$ cat src/rtl/evt_timer_pkg.sv
// Package: shared widths, register addresses and control bit positions
// for the dual-mode event timer. Assumes a 16-bit register data path.
package evt_timer_pkg;
    parameter int CNT_W  = 16;
    parameter int NUM_IN = 4;
    parameter int SEL_W  = $clog2(NUM_IN);
    parameter int DIV_W  = 4;

    typedef enum logic [1:0] {
        A_CTRL = 2'd0,
        A_PRE  = 2'd1,
        A_CMP  = 2'd2,
        A_CNT  = 2'd3
    } reg_addr_e;

    localparam int B_RUN  = 0;
    localparam int B_MODE = 1;
    localparam int B_WRAP = 2;
    localparam int B_INV  = 3;
    localparam int B_SEL  = 4;
    localparam int B_IE   = 6;
    localparam int B_FLAG = 7;
    localparam int B_BYP  = 4;

    typedef struct packed {
        logic             pulse_mode;
        logic             free_run;
        logic             invert;
        logic [SEL_W-1:0] src_sel;
        logic             bypass;
        logic [DIV_W-1:0] div_exp;
    } cfg_t;
endpackage

$ cat src/rtl/evt_timer_regs.sv
// Register file: holds run, interrupt enable, the locked counting
// configuration and the match value, and muxes read data.
// Assumes CNT_W is at least 8 so the control layout fits.
module evt_timer_regs
    import evt_timer_pkg::*;
#(
    parameter int W = CNT_W
) (
    input  logic         clk,
    input  logic         rst_n,
    input  logic         we_i,
    input  logic [1:0]   addr_i,
    input  logic [W-1:0] wdata_i,
    input  logic         flag_i,
    input  logic [W-1:0] cnt_i,
    output logic         run_o,
    output logic         irq_en_o,
    output cfg_t         cfg_o,
    output logic [W-1:0] cmp_o,
    output logic         clr_o,
    output logic [W-1:0] rdata_o
);
    logic         run_q, ie_q;
    cfg_t         cfg_q;
    logic [W-1:0] cmp_q;
    logic         ctrl_wr, pre_wr, ctrl_open;

    assign ctrl_wr   = we_i && (addr_i == A_CTRL);
    assign pre_wr    = we_i && (addr_i == A_PRE);
    // configuration opens only when stopped and the write does not start the block
    assign ctrl_open = ctrl_wr && !run_q && !wdata_i[B_RUN];
    assign clr_o     = ctrl_wr && wdata_i[B_FLAG];

    // Purpose: run and interrupt-enable bits, always writable
    always_ff @(posedge clk) begin
        if (!rst_n) begin
            run_q <= 1'b0;
            ie_q  <= 1'b0;
        end else if (ctrl_wr) begin
            run_q <= wdata_i[B_RUN];
            ie_q  <= wdata_i[B_IE];
        end
    end

    // Purpose: counting configuration, updated only while stopped
    always_ff @(posedge clk) begin
        if (!rst_n) begin
            cfg_q <= '0;
        end else begin
            if (ctrl_open) begin
                cfg_q.pulse_mode <= wdata_i[B_MODE];
                cfg_q.free_run   <= wdata_i[B_WRAP];
                cfg_q.invert     <= wdata_i[B_INV];
                cfg_q.src_sel    <= wdata_i[B_SEL +: SEL_W];
            end
            if (pre_wr && !run_q) begin
                cfg_q.div_exp <= wdata_i[DIV_W-1:0];
                cfg_q.bypass  <= wdata_i[B_BYP];
            end
        end
    end

    // Purpose: match value, writable at any time
    always_ff @(posedge clk) begin
        if (!rst_n)                              cmp_q <= '0;
        else if (we_i && (addr_i == A_CMP))      cmp_q <= wdata_i;
    end

    // Purpose: read-data multiplexer
    always_comb begin
        rdata_o = '0;
        case (addr_i)
            A_CTRL: begin
                rdata_o[B_RUN]          = run_q;
                rdata_o[B_MODE]         = cfg_q.pulse_mode;
                rdata_o[B_WRAP]         = cfg_q.free_run;
                rdata_o[B_INV]          = cfg_q.invert;
                rdata_o[B_SEL +: SEL_W] = cfg_q.src_sel;
                rdata_o[B_IE]           = ie_q;
                rdata_o[B_FLAG]         = flag_i;
            end
            A_PRE: begin
                rdata_o[DIV_W-1:0] = cfg_q.div_exp;
                rdata_o[B_BYP]     = cfg_q.bypass;
            end
            A_CMP:   rdata_o = cmp_q;
            default: rdata_o = cnt_i;
        endcase
    end

    assign run_o    = run_q;
    assign irq_en_o = ie_q;
    assign cfg_o    = cfg_q;
    assign cmp_o    = cmp_q;


    cfg_locked_chk: assert property (@(posedge clk) disable iff (!rst_n)
        run_q |=> $stable(cfg_q));


    start_keeps_cfg_chk: assert property (@(posedge clk) disable iff (!rst_n)
        (ctrl_wr && wdata_i[B_RUN]) |=> $stable(cfg_q.pulse_mode) && $stable(cfg_q.free_run)
                                        && $stable(cfg_q.invert) && $stable(cfg_q.src_sel));
endmodule

$ cat src/rtl/evt_timer_src.sv
// Step source: synchronizes the external inputs, picks one, detects the
// chosen edge, and divides the tick strobe by 2^(N+1) unless bypassed.
// Emits at most one step per clock and only while running.
module evt_timer_src
    import evt_timer_pkg::*;
#(
    parameter int N_IN = NUM_IN,
    parameter int SW   = SEL_W,
    parameter int DW   = DIV_W
) (
    input  logic            clk,
    input  logic            rst_n,
    input  logic            run_i,
    input  logic            pulse_mode_i,
    input  logic            invert_i,
    input  logic [SW-1:0]   src_sel_i,
    input  logic            bypass_i,
    input  logic [DW-1:0]   div_exp_i,
    input  logic            tick_i,
    input  logic [N_IN-1:0] pin_i,
    output logic            step_o
);
    localparam int PS_W = 2 ** DW;

    logic [N_IN-1:0] s1_q, s2_q;
    logic            lvl, prev_q, edge_hit;
    logic [PS_W-1:0] ps_q;
    logic [PS_W:0]   term_w;
    logic            ps_last;

    // Purpose: two-flop synchronizer per input, independent of run
    for (genvar g = 0; g < N_IN; g++) begin : g_sync
        always_ff @(posedge clk) begin
            if (!rst_n) begin
                s1_q[g] <= 1'b0;
                s2_q[g] <= 1'b0;
            end else begin
                s1_q[g] <= pin_i[g];
                s2_q[g] <= s1_q[g];
            end
        end
    end

    assign lvl      = s2_q[src_sel_i] ^ invert_i;
    assign edge_hit = lvl && !prev_q;

    // Purpose: previous polarity-adjusted level for edge detection
    always_ff @(posedge clk) begin
        if (!rst_n) prev_q <= 1'b0;
        else        prev_q <= lvl;
    end

    assign term_w  = ((PS_W+1)'(1) << ({1'b0, div_exp_i} + (DW+1)'(1))) - (PS_W+1)'(1);
    assign ps_last = (ps_q == term_w[PS_W-1:0]);

    // Purpose: prescaler counter, cleared while stopped
    always_ff @(posedge clk) begin
        if (!rst_n || !run_i)          ps_q <= '0;
        else if (tick_i && !bypass_i)  ps_q <= ps_last ? '0 : ps_q + PS_W'(1);
    end

    assign step_o = run_i && (pulse_mode_i ? edge_hit : (tick_i && (bypass_i || ps_last)));


    one_step_per_edge_chk: assert property (@(posedge clk) disable iff (!rst_n)
        (pulse_mode_i && step_o) |=> !step_o);
endmodule

$ cat src/rtl/evt_timer_core.sv
// Counter and match flag: advances on each step, sets the flag on a step
// taken at the match value, and either zeroes or wraps the count.
module evt_timer_core #(
    parameter int W = evt_timer_pkg::CNT_W
) (
    input  logic         clk,
    input  logic         rst_n,
    input  logic         run_i,
    input  logic         free_run_i,
    input  logic         step_i,
    input  logic [W-1:0] cmp_i,
    input  logic         clr_i,
    output logic [W-1:0] cnt_o,
    output logic         flag_o
);
    logic [W-1:0] cnt_q;
    logic         flag_q, hit;

    assign hit = step_i && (cnt_q == cmp_i);

    // Purpose: event counter, held at zero while stopped
    always_ff @(posedge clk) begin
        if (!rst_n || !run_i)          cnt_q <= '0;
        else if (hit && !free_run_i)   cnt_q <= '0;
        else if (step_i)               cnt_q <= cnt_q + W'(1);
    end

    // Purpose: sticky match flag, set wins over software clear
    always_ff @(posedge clk) begin
        if (!rst_n || !run_i) flag_q <= 1'b0;
        else if (hit)         flag_q <= 1'b1;
        else if (clr_i)       flag_q <= 1'b0;
    end

    assign cnt_o  = cnt_q;
    assign flag_o = flag_q;


    stopped_clear_chk: assert property (@(posedge clk) disable iff (!rst_n)
        !run_i |=> (cnt_q == '0) && !flag_q);


    match_zero_chk: assert property (@(posedge clk) disable iff (!rst_n)
        (hit && !free_run_i) |=> (cnt_q == '0) && flag_q);


    wrap_chk: assert property (@(posedge clk) disable iff (!rst_n)
        (run_i && step_i && free_run_i && (cnt_q == '1)) |=> (cnt_q == '0));


    flag_clear_chk: assert property (@(posedge clk) disable iff (!rst_n)
        (clr_i && !hit) |=> !flag_q);
endmodule

$ cat src/rtl/evt_timer.sv
// Top: dual-mode event timer. Wires the register file, the step source
// and the counter core; raises the interrupt from flag and enable.
module evt_timer
    import evt_timer_pkg::*;
(
    input  logic              clk,
    input  logic              rst_n,
    input  logic              reg_we,
    input  logic [1:0]        reg_addr,
    input  logic [CNT_W-1:0]  reg_wdata,
    output logic [CNT_W-1:0]  reg_rdata,
    input  logic              tick_i,
    input  logic [NUM_IN-1:0] pulse_i,
    output logic              irq_o
);
    logic             run, irq_en, clr, step, flag;
    cfg_t             cfg;
    logic [CNT_W-1:0] cmp, cnt;

    evt_timer_regs #(.W(CNT_W)) regs_i (
        .clk(clk), .rst_n(rst_n), .we_i(reg_we), .addr_i(reg_addr),
        .wdata_i(reg_wdata), .flag_i(flag), .cnt_i(cnt), .run_o(run),
        .irq_en_o(irq_en), .cfg_o(cfg), .cmp_o(cmp), .clr_o(clr),
        .rdata_o(reg_rdata)
    );

    evt_timer_src #(.N_IN(NUM_IN), .SW(SEL_W), .DW(DIV_W)) src_i (
        .clk(clk), .rst_n(rst_n), .run_i(run), .pulse_mode_i(cfg.pulse_mode),
        .invert_i(cfg.invert), .src_sel_i(cfg.src_sel), .bypass_i(cfg.bypass),
        .div_exp_i(cfg.div_exp), .tick_i(tick_i), .pin_i(pulse_i), .step_o(step)
    );

    evt_timer_core #(.W(CNT_W)) core_i (
        .clk(clk), .rst_n(rst_n), .run_i(run), .free_run_i(cfg.free_run),
        .step_i(step), .cmp_i(cmp), .clr_i(clr), .cnt_o(cnt), .flag_o(flag)
    );

    assign irq_o = flag && irq_en;
endmodule

$ cat config.mk
export PLATFORM = sky130hd
export DESIGN_NAME = evt_timer
export DESIGN_NICKNAME = d
export VERILOG_FILES = /design/src/rtl/evt_timer_pkg.sv /design/src/rtl/evt_timer_regs.sv /design/src/rtl/evt_timer_src.sv /design/src/rtl/evt_timer_core.sv /design/src/rtl/evt_timer.sv
export SDC_FILE = /design/constraint.sdc
export NUM_CORES = 1
export LEC_CHECK = 0
export BUFFER_PORTS_ARGS = -buffer_cell sky130_fd_sc_hd__buf_2
export CAP_MARGIN = 30
export CORE_MARGIN = 1.5
export CORE_UTILIZATION = 50
export DETAILED_ROUTE_END_ITERATION = 10
export HOLD_SLACK_MARGIN = 0.02
export PLACE_DENSITY_LB_ADDON = 0.1
export SYNTH_ARGS = -nofsm -noshare
export SYNTH_HDL_FRONTEND = slang
export SYNTH_SLANG_ARGS = --single-unit
export TNS_END_PERCENT = 10
$ cat constraint.sdc
create_clock -name clk -period 7.34 [get_ports clk]
set_input_delay 0.367 -clock clk [delete_from_list [all_inputs] [get_ports clk]]
set_output_delay 0.367 -clock clk [all_outputs]
set_load 0.02 [all_outputs]
== Word level (Yosys, flattened, before mapping) ==
Cells that the tools add are included.
Storage, ports and cells
  register bits: 70
  input bits: 26
Operators by class
  add/subtract/negate cells: 4
  order comparisons: 1
  eq/ne operators: 4
  shifts and indexed selects: 1
  muxes and demuxes: 9
  bitwise logic cells: 1
  reduce and logical (&&, ||, !) cells: 26
Operators by type and width (count)
  16-bit by 1-bit adder with 16-bit output, second input constant: 2
  16-bit == test: 2
  16-bit two-way mux: 1
  8-bit case mux with 2 select lines: 1
  1-bit by 5-bit << shifter with 16-bit output, first input constant: 1
  16-bit by 2-bit subtractor with 16-bit output, second input constant: 1
  5-bit case mux with 3 select lines: 1
  1-bit logical AND: 14
  3-bit case mux with 3 select lines: 1
  1-bit zero test: 6
  4-bit by 1-bit adder with 5-bit output, second input constant: 1
  1-bit two-way mux: 4
  2-bit OR reduction: 2
  2-bit by 3-bit < comparator with 1-bit output, second input constant: 1
  1-bit binary-select mux with 2-bit select: 1
  2-bit by 1-bit == test with 1-bit output, second input constant: 1
  2-bit == test, second input constant: 1
  2-bit zero test: 1
  1-bit logical OR: 2
  2-bit nonzero test: 1
  1-bit bitwise XOR: 1

== Longest topological paths before layout ==
Gate-level depths: netlist of run 1.
  depth in word-level cells: 11
  depth in mapped cells: 13
  gate-level depth less buffers: 9

== By module ==
Synthesis of run 1 repeated with hierarchy kept, for this count alone.
Unflattened totals
  cells, all modules: 468
  area total of the unflattened synthesis: 4036.4 sq um
Modules (own cells, without submodules)
  evt_timer_src: instances 1, cells each 212, area an instance 1681.6 sq um, seq. area each 500.5 sq um
  evt_timer_regs: instances 1, cells each 152, area an instance 1430.1 sq um, seq. area each 560.5 sq um
  evt_timer_core: instances 1, cells each 103, area an instance 918.4 sq um, seq. area each 340.3 sq um
  evt_timer: instances 1, cells each 1, area an instance 6.3 sq um, seq. area each 0.0 sq um

== Least setup slack after synthesis of run 1 ==
Ideal clock, no wire load.
  path kind: register -> register
  start: register regs_i.cfg_q (netlist bit regs_i.cfg_o[3])
  end: register src_i.ps_q[10]
  arrival: 3.163 ns
  data required time: 7.225 ns
  slack: 4.062 ns
  stages on the path, launching flop included: 13
  period minus slack after synthesis: 3.278 ns
  cells stage by stage: dfxtp_1 > clkbuf_2 > or4_4 > ha_1 > clkbuf_1 > nand4b_1 > a31oi_1 > a311oi_1 > or4_4 > or4b_4 > o21ai_4 > buf_4 > nor2_1
Between the ends
  cells in the longest elaborated chain, start to end: 5
RTL lines
  start: declaration: line evt_timer_regs.sv:24  | cfg_t cfg_q;
  4-bit by 1-bit adder with 5-bit output: line evt_timer_src.sv:53  | assign term_w = ((PS_W+1)'(1) << ({1'b0, div_exp_i} + (DW+1)'(1))) - (PS_W+1)'(1);
  1-bit by 5-bit << shifter with 16-bit output: line evt_timer_src.sv:53
  16-bit by 2-bit subtractor with 16-bit output: line evt_timer_src.sv:53
  16-bit == test: line evt_timer_src.sv:54  | assign ps_last = (ps_q == term_w[PS_W-1:0]);
  16-bit two-way mux: line evt_timer_src.sv:59  | else if (tick_i && !bypass_i) ps_q <= ps_last ? '0 : ps_q + PS_W'(1);
  end signal: assignment: line evt_timer_src.sv:59
  end: declaration: line evt_timer_src.sv:27  | logic [PS_W-1:0] ps_q;
Every way passes these cells.
A chain may end at the register's enable or synchronous reset.

== Worst setup path in the final report of run 1 ==
  start: register regs_i.cfg_q (netlist bit regs_i.cfg_o[3])
  end: register core_i.cnt_q[5], in the netlist core_i.cnt_o[5]
Between the ends
  cells in the longest elaborated chain, start to end: 11
RTL lines
  4-bit by 1-bit adder with 5-bit output *: line evt_timer_src.sv:53
  1-bit by 5-bit << shifter with 16-bit output *: line evt_timer_src.sv:53
  16-bit by 2-bit subtractor with 16-bit output *: line evt_timer_src.sv:53
  16-bit == test *: line evt_timer_src.sv:54
  1-bit logical OR *: line evt_timer_src.sv:62  | assign step_o = run_i && (pulse_mode_i ? edge_hit : (tick_i && (bypass_i || ps_last)));
  1-bit logical AND *: line evt_timer_src.sv:62
  1-bit two-way mux *: line evt_timer_src.sv:62
  1-bit logical AND *: line evt_timer_src.sv:62
  1-bit logical AND: line evt_timer_core.sv:19  | assign hit = step_i && (cnt_q == cmp_i);
  1-bit logical AND: line evt_timer_core.sv:24  | else if (hit && !free_run_i) cnt_q <= '0;
  2-bit OR reduction (no line)
  end signal: assignment: line evt_timer_core.sv:25  | else if (step_i) cnt_q <= cnt_q + W'(1);
  end: declaration: line evt_timer_core.sv:16  | logic [W-1:0] cnt_q;
Every way passes the cells marked *; elsewhere a longest branch is shown, timed or not.

==> results of run 1 <==
==> flip-flops by register name (all words and copies together) (netlist names) <==
| name | flops |
|---|---|
| regs_i.cmp_o | 16 |
| src_i.prev_q | 1 |
| regs_i.irq_en_o | 1 |
| core_i.cnt_o | 16 |
| src_i.s2_q | 4 |
| regs_i.run_o | 1 |
| regs_i.cfg_o | 10 |
| core_i.flag_o | 1 |
| src_i.ps_q | 16 |
| src_i.s1_q | 4 |
==> layer usage <==
metal / share of wire [%] / vias to the layer above / GRT usage (%) / routed length, microns
met1: 51 / 1618 / 31.9 / 4550
met3: 3.0 / 15 / 3.61 / 272
met5: 0 / - / 0 / 0
met4: 2.0 / 0 / 9.36 / 176
li1: - / 1723 / - / -
met2: 44 / 63 / 33.1 / 3970
==> where the power goes <==
part	leakage (nW)	internal (W)	total (W)	switching [W]
clock	0.0956	0.000157	0.000310	0.000153
combinational	0.843	0.0000312	0.0000695	0.0000383
sequential	0.567	0.000387	0.000396	0.00000930
==> metrics by stage <==
stage | power [W] | cell area [sq um] | hold WS (ns)
floorplan | 0.000456 | 3990 | 0.412
global route | 0.000809 | 4380 | 0.201
detailed placement | 0.000474 | 4180 | 0.422
global placement | 0.000473 | 4180 | 0.417
finish | 0.000776 | 4380 | 0.220
CTS | 0.000782 | 4380 | 0.209
==> synthesized netlist by cell type, types with 2 or more instances <==
| cell | count | area [sq um] |
|---|---|---|
| sky130_fd_sc_hd__dfxtp_1 | 70 | 1400 |
| sky130_fd_sc_hd__nand2_1 | 46 | 173 |
| sky130_fd_sc_hd__nor2_1 | 44 | 165 |
| sky130_fd_sc_hd__a21oi_1 | 36 | 180 |
| sky130_fd_sc_hd__xnor2_1 | 27 | 236 |
| sky130_fd_sc_hd__mux2i_1 | 25 | 250 |
| sky130_fd_sc_hd__nand3_1 | 24 | 120 |
| sky130_fd_sc_hd__clkbuf_1 | 20 | 75.1 |
| sky130_fd_sc_hd__nor2b_1 | 14 | 87.6 |
| sky130_fd_sc_hd__nand4_1 | 13 | 81.3 |
| sky130_fd_sc_hd__o31ai_1 | 12 | 90.1 |
| sky130_fd_sc_hd__or4_1 | 12 | 90.1 |
| sky130_fd_sc_hd__xor2_1 | 12 | 105 |
| sky130_fd_sc_hd__and2_1 | 10 | 62.6 |
| sky130_fd_sc_hd__o21ai_0 | 10 | 50.1 |
| sky130_fd_sc_hd__buf_2 | 7 | 35.0 |
| sky130_fd_sc_hd__inv_1 | 6 | 22.5 |
| sky130_fd_sc_hd__mux4_2 | 6 | 135 |
| sky130_fd_sc_hd__buf_1 | 5 | 18.8 |
| sky130_fd_sc_hd__nor3_1 | 5 | 25.0 |
| sky130_fd_sc_hd__a21boi_0 | 4 | 30.0 |
| sky130_fd_sc_hd__o211ai_1 | 4 | 30.0 |
| sky130_fd_sc_hd__o21a_1 | 4 | 30.0 |
| sky130_fd_sc_hd__or3_1 | 4 | 25.0 |
| sky130_fd_sc_hd__and3_1 | 3 | 18.8 |
| sky130_fd_sc_hd__ha_1 | 3 | 37.5 |
| sky130_fd_sc_hd__nor3b_1 | 3 | 22.5 |
| sky130_fd_sc_hd__or2_2 | 3 | 18.8 |
| sky130_fd_sc_hd__a211oi_1 | 2 | 15.0 |
| sky130_fd_sc_hd__a31oi_1 | 2 | 12.5 |
| sky130_fd_sc_hd__and4_1 | 2 | 17.5 |
| sky130_fd_sc_hd__buf_6 | 2 | 22.5 |
| sky130_fd_sc_hd__nand2b_1 | 2 | 12.5 |
| sky130_fd_sc_hd__nand3b_1 | 2 | 15.0 |
| sky130_fd_sc_hd__nor4_1 | 2 | 12.5 |
| sky130_fd_sc_hd__o2111ai_1 | 2 | 17.5 |
| sky130_fd_sc_hd__or3b_2 | 2 | 17.5 |
| sky130_fd_sc_hd__or4_4 | 2 | 22.5 |
==> worst max path at each step <==
stage | start | to | slack [ns] | depth (start not counted)
after floorplan | regs_i.cfg_o[3]$_SDFFE_PN0P_ | src_i.ps_q[10]$_SDFFE_PP0P_ | 4.06 | 12
after detailed placement | regs_i.cfg_o[3]$_SDFFE_PN0P_ | core_i.cnt_o[8]$_SDFFE_PP0P_ | 2.85 | 9
after global routing | regs_i.cfg_o[3]$_SDFFE_PN0P_ | core_i.cnt_o[5]$_SDFFE_PP0P_ | 2.46 | 9
after CTS | regs_i.cfg_o[3]$_SDFFE_PN0P_ | core_i.cnt_o[5]$_SDFFE_PP0P_ | 2.86 | 9
final | regs_i.cfg_o[3]$_SDFFE_PN0P_ | core_i.cnt_o[5]$_SDFFE_PP0P_ | 2.82 | 9
after global placement | regs_i.cfg_o[3]$_SDFFE_PN0P_ | core_i.cnt_o[11]$_SDFFE_PP0P_ | 3.02 | 9
==> cell type report <==
type / instances / area [sq um]
repair buffers: 44 / 225
inverters: 6 / 22.5
clock buffers: 9 / 124
fillers: 695 / 3350
flip-flops and latches: 70 / 1400
multi-input cells: 361 / 2410
clock inverters: 7 / 72.6
well taps: 102 / 128
==> worst max-delay path: stages (launching register included) <==
cell and delay (ns):
sky130_fd_sc_hd__dfxtp_1 0.88, sky130_fd_sc_hd__or4_4 0.28, sky130_fd_sc_hd__ha_1 0.39, sky130_fd_sc_hd__or4b_2 0.62, sky130_fd_sc_hd__o211ai_1 0.13, sky130_fd_sc_hd__xor2_1 0.09, sky130_fd_sc_hd__or4_4 0.43, sky130_fd_sc_hd__o21a_1 0.53
sky130_fd_sc_hd__o41ai_4 0.92, sky130_fd_sc_hd__a21oi_1 0.09
==> cells in the final DEF, fill, tap and decap left out, drive strengths merged, types with 3 or more instances in the layout <==
cell type and n:
xor2 12, o211ai 4, nor3 5, mux4 6
inv 7, clkinv 3, a21boi 4, nand3 24
o21ai 12, nand4 13, xnor2 27, nor2 44
o31ai 12, nor2b 14, nand2 46, or3 4
clkbuf 9, mux2i 25, or2 3, nor3b 3
buf 44, or4 14, ha 3, and3 3
a21oi 36, dfxtp 70, o21a 4, and2 10
==> cells by family after synthesis <==
family | Yosys count | synth area share (%)
buf+inv | 42 | 4.67
fa+ha+maj | 3 | 0.941
mux | 32 | 9.94
simple gates | 200 | 26.5
xor+xnor | 39 | 8.56
compound gates | 86 | 14.1
flops | 70 | 35.1
other cells | 1 | 0.0940
==> flow_summary.toml, run 1 <==
[critical_path]
r2r.worst_path.cells = 9
required_ns = 7.53
setup.worst_path.end_class = "flip-flop"
crit_path_max_fanout = 32
setup.worst_path.class = "reg -> reg"
r2r-end = "core_i.cnt_o[5]$_SDFFE_PP0P_"
ff2ff_setup_slack_ns = 2.82
regToRegStartpoint = "regs_i.cfg_o[3]$_SDFFE_PN0P_"
crit_path_start_kind = "flip-flop"
worst-endpoint-arrival_ns = 4.71

[final_layout]
final_layout_size_suffix_gt1_share_pct = 16.3
final_net_count = 521
stdcell_count = 599
antenna_cells_inserted = 0
area_growth_syn_to_layout_pct = 9.75
final_util_pct = 56.7

[clocking]
clock_sink_count = 70
clk_latency_ns = 0.34
tritoncts = "yes"
cts_hold_buffers = 0
post-cts-setup-buffer-count = 0
clk_path_buf_depth = 2
cts_inserted_buffers = 9
root_buffer = "sky130_fd_sc_hd__clkbuf_8"
clkSlewWorstSetupHoldPaths_ns = 0.08
cts_resized = 0
cts_max_level = 3

[detailed_routing]
initialDrtViolationCount = 254
drt.antenna.violating_nets = 0
route.vias.total = 3419
wirelength_microns = 8970
drcViolationCount = 0
wl_per_cell_microns = 15.0
routed_via_density = 5.71
drt_pre_antenna_iters = 4

[pwr]
power_per_cell_area_nw_per_um2 = 177
power.leakage_nw = 1.51
vdd.ir_drop.worst_mv = 0.141

[sta]
worst_slew_margin_relative_to_its_limit_pct = 37.2
setup_viol_count_final = 0
setup_repair_after_global_routing_missed_its_margin = "false"
finalHoldViolCount = 0
postLayoutSetupSlackWorst_ns = 2.82
highest_attainable_clock_frequency_mhz = 221
final.min_clock_period_ns = 4.52
final-max-slew-violation-count = 0
final.setup.tns_ns = 0
fin_worst_skew_ns = 0.0129
worstMarginPinSlew_ns = 0.942
timing.final.crit_share_pct = 61.6

[hold_path]
holdPathEnd = "src_i.s1_q[2]$_SDFF_PN0_"
min-delay-path-class = "in -> reg"
min-delay-start = "pulse_i[2]"
whs_path_depth = 2

[synth]
syn_avg_cell_area_sq_um = 8.44
syn_inst = 473
mappedNetlistArea_sq_um = 3990
yosysWarningCount = 0
synth.lib_cells_used.distinct = 59
ys_seq_area_share_pct = 35.1
ys.flop_type = "sky130_fd_sc_hd__dfxtp_1"
mappedNetlistNets = 502
async_flop_share_pct = 0
synth_edf_count = 0
synth-seq-cells = 70

[placed_design]
gp_congestion = 0.827
dp_slack_ns = 2.85
dp.cells = 583
port_buffers = 42
hpwl_dp_microns = 6250

[floorplanning]
effective_utilization_at_floorplan_pct = 51.6
floorplan.die.height_microns = 92.3
die_x_extent_microns = 92.3
core_sq_um = 7730
floorplan.die_area_sq_um = 8520
ios = 43
core.rowCount = 32

[global_routing]
grtUsageTotal_pct = 22.3
grt_max_degree = 33
grt_first_pass_wirelength_microns = 15100
grt_pass1_vias = 3141
antenna_found_initial = 0
grt_remaining_overflow = 0

[status]
result_of_the_run = "finished clean"

[run]
maxCapViolCount = 0
Note: power is estimated with default switching activity, not from simulation.
==> run 2: changes to the inputs <==
--- a/config.mk
+++ b/config.mk
@@ -5,6 +5,7 @@
 export SDC_FILE = /design/constraint.sdc
 export NUM_CORES = 1
 export LEC_CHECK = 0
+export ABC_AREA = 1
 export BUFFER_PORTS_ARGS = -buffer_cell sky130_fd_sc_hd__buf_2
 export CAP_MARGIN = 30
 export CORE_MARGIN = 1.5
==> constraint.sdc (replaced) <==
create_clock -name clk -period 4.3 [get_ports clk]
set_input_delay 0.215 -clock clk [delete_from_list [all_inputs] [get_ports clk]]
set_output_delay 0.215 -clock clk [all_outputs]
set_load 0.02 [all_outputs]
==> flow_summary.toml, run 2 <==
[sta]
final.setup.tns_ns = 0
setup_repair_after_global_routing_missed_its_margin = "false"
highest_attainable_clock_frequency_mhz = 354
worst_slew_margin_relative_to_its_limit_pct = 40.9
final-max-slew-violation-count = 0
postLayoutSetupSlackWorst_ns = 1.47
finalHoldViolCount = 0
final.min_clock_period_ns = 2.83
setup_viol_count_final = 0
timing.final.crit_share_pct = 65.8
worstMarginPinSlew_ns = 0.887
fin_worst_skew_ns = 0.00917

[clocking]
cts_resized = 0
clk_path_buf_depth = 2
root_buffer = "sky130_fd_sc_hd__clkbuf_8"
clock_sink_count = 70
cts_max_level = 3
cts_inserted_buffers = 9
tritoncts = "yes"
clkSlewWorstSetupHoldPaths_ns = 0.09
clk_latency_ns = 0.36

[synth]
synth_most_common_cell = "sky130_fd_sc_hd__nand2_1"
synth_edf_count = 0
mappedNetlistArea_sq_um = 4330
synth_top_area_share_pct = 32.4
yosysTopAreaCell = "sky130_fd_sc_hd__dfxtp_1"
ys.flop_type = "sky130_fd_sc_hd__dfxtp_1"
synth_commonest_cells = "121 x sky130_fd_sc_hd__nand2_1, 106 x sky130_fd_sc_hd__inv_1, 70 x sky130_fd_sc_hd__dfxtp_1"
syn_avg_cell_area_sq_um = 6.73
async_flop_share_pct = 0
synth-seq-cells = 70
synth.lib_cells_used.distinct = 40
syn_inst = 643
ys_seq_area_share_pct = 32.4
post_synth_main_area_contributors = "sky130_fd_sc_hd__dfxtp_1 32%, sky130_fd_sc_hd__nand2_1 11%, sky130_fd_sc_hd__inv_1 9.2%"
yosysWarningCount = 0
mappedNetlistNets = 672

[final_layout]
layout_common_cells = "121 x sky130_fd_sc_hd__nand2_1, 106 x sky130_fd_sc_hd__inv_1, 70 x sky130_fd_sc_hd__dfxtp_1"
area_growth_syn_to_layout_pct = 10.6
final_net_count = 712
design_area_sq_um = 4780
n_fill_cell = 829
stdcell_count = 793
ff_latch_area_sq_um = 1400
final_util_pct = 57.7
antenna_cells_inserted = 0
final_layout_size_suffix_gt1_share_pct = 15.1
multi_input_area_sq_um = 2390
layout.cells.most_common = "sky130_fd_sc_hd__nand2_1"

[global_routing]
grtUsageTotal_pct = 27.6
grt_first_pass_wirelength_microns = 19200
grt_max_degree = 35
antenna_found_initial = 0
grt_remaining_overflow = 0
grt_pass1_vias = 3884

[detailed_routing]
routed-wl-met2_microns = 5010
route.vias.total = 4194
highest_signal_layer_in_the_routed_design = "met4"
routed_via_density = 5.29
drcViolationCount = 0
initialDrtViolationCount = 332
drt.antenna.violating_nets = 0
wirelength_microns = 11700
drt_pre_antenna_iters = 5
met3WireLength_microns = 694
wl_per_cell_microns = 14.7
met1Wirelength_microns = 5790

[critical_path]
setup.worst_path.end_class = "flip-flop"
ff2ff_setup_slack_ns = 1.47
worst-endpoint-arrival_ns = 3.08
crit_path_max_fanout = 19
required_ns = 4.55
crit_path_start_kind = "flip-flop"
setup.worst_path.class = "reg -> reg"

[placed_design]
place_area_sq_um = 4560
dp.cells = 773
hpwl_dp_microns = 8660
gp_congestion = 0.916
dp_slack_ns = 1.48
port_buffers = 42

[status]
result_of_the_run = "finished clean"

[floorplanning]
core.rowCount = 33
ios = 43
floorplan.die.height_microns = 96.0
floorplan.die_area_sq_um = 9220
die_x_extent_microns = 96.0
effective_utilization_at_floorplan_pct = 52.1
core_sq_um = 8300

[pwr]
power_per_cell_area_nw_per_um2 = 287
vdd.ir_drop.worst_mv = 0.157
power.leakage_nw = 2.07

[run]
maxCapViolCount = 0

[hold_path]
min-delay-path-class = "in -> reg"
==> run 2: cell types whose count changed after synthesis, moves of 11 or more <==
cell	change
sky130_fd_sc_hd__mux2i_1	-25
sky130_fd_sc_hd__nand3_1	+23
sky130_fd_sc_hd__o22ai_1	+11
sky130_fd_sc_hd__or4_1	-12
sky130_fd_sc_hd__nor2_1	+14
sky130_fd_sc_hd__nor2b_1	-14
sky130_fd_sc_hd__nor2_2	+13
sky130_fd_sc_hd__xnor2_1	-15
sky130_fd_sc_hd__nand2_1	+75
sky130_fd_sc_hd__inv_1	+100
sky130_fd_sc_hd__o31ai_1	-11
sky130_fd_sc_hd__o21ai_0	+28
sky130_fd_sc_hd__xor2_1	+14
sky130_fd_sc_hd__nand2_2	+15
==> run 2: timing repair <==
item / in CTS / in global routing
setup buffers: 0 / 0
hold buffers: 4 / 0
endpoints found under the hold margin: 4 / 0
==> run 2: cells by family after synthesis <==
| logic type | count (synthesis) | share of synthesized area, % |
|---|---|---|
| adder cells (fa/ha/maj) | 3 | 0.868 |
| other | 1 | 0.0867 |
| AO/OA/AOI/OAI | 102 | 13.1 |
| flip-flops | 70 | 32.4 |
| buffers and inverters | 129 | 12.3 |
| AND/OR/NAND/NOR | 300 | 33.6 |
| XOR/XNOR | 38 | 7.69 |
==> run 2: path summary, 6_finish.rpt <==
kind	end	start	depth (start not counted)
setup / recovery	core_i.cnt_o[7]$_SDFFE_PP0P_	regs_i.cfg_o[2]$_SDFFE_PN0P_	16
hold / removal	regs_i.irq_en_o$_SDFFE_PN0P_	reg_wdata[6]	3
setup reg to reg	core_i.cnt_o[7]$_SDFFE_PP0P_	regs_i.cfg_o[2]$_SDFFE_PN0P_	16
hold reg to reg	src_i.s2_q[1]$_SDFF_PN0_	src_i.s1_q[1]$_SDFF_PN0_	2
==> run 2: per-stage QoR <==
stage	power, W	hold WS [ns]
3_3_place_gp	0.000857	0.395
3_5_place_dp	0.000858	0.402
6_report	0.00137	0.105
4_1_cts	0.00138	0.0943
2_1_floorplan	0.000812	0.313
5_1_grt	0.00143	0.130
==> run 2: power breakdown <==
part / internal, W / switching (W)
registers: 0.000664 / 0.0000131
clock network: 0.000221 / 0.000303
logic: 0.0000571 / 0.000113
==> run 2: area by class of cell <==
type	instances	area share (%)
Clock buffer	9	2.59
Clock inverter	7	1.31
Tap cell	105	2.75
Inverter	111	8.71
Multi-Input combinational cell	444	50.0
Timing Repair Buffer	47	5.39
Sequential cell	70	29.3
==> run 2: per-layer routing <==
metal  global-route usage (%)  vias to the layer above
li1                         -                     2144
met1                     40.2                     1898
met2                     41.3                      134
met3                     4.27                       18
met4                     9.07                        0
met5                        0                        -
==> run 2: critical path: stages, from the launching register on <==
cell and delay [ns]:
sky130_fd_sc_hd__dfxtp_1 0.39, sky130_fd_sc_hd__nor2_2 0.35, sky130_fd_sc_hd__nand2_1 0.11, sky130_fd_sc_hd__ha_1 0.32, sky130_fd_sc_hd__o21ai_0 0.08, sky130_fd_sc_hd__nor2_1 0.15, sky130_fd_sc_hd__nand3_1 0.10, sky130_fd_sc_hd__nor2_1 0.13
sky130_fd_sc_hd__nand2_1 0.06, sky130_fd_sc_hd__nor2_1 0.11, sky130_fd_sc_hd__nand3_2 0.15, sky130_fd_sc_hd__nand2_2 0.11, sky130_fd_sc_hd__nand2_4 0.07, sky130_fd_sc_hd__nand2_8 0.14, sky130_fd_sc_hd__nand4_4 0.10, sky130_fd_sc_hd__nand2_4 0.25
sky130_fd_sc_hd__nor2_1 0.08
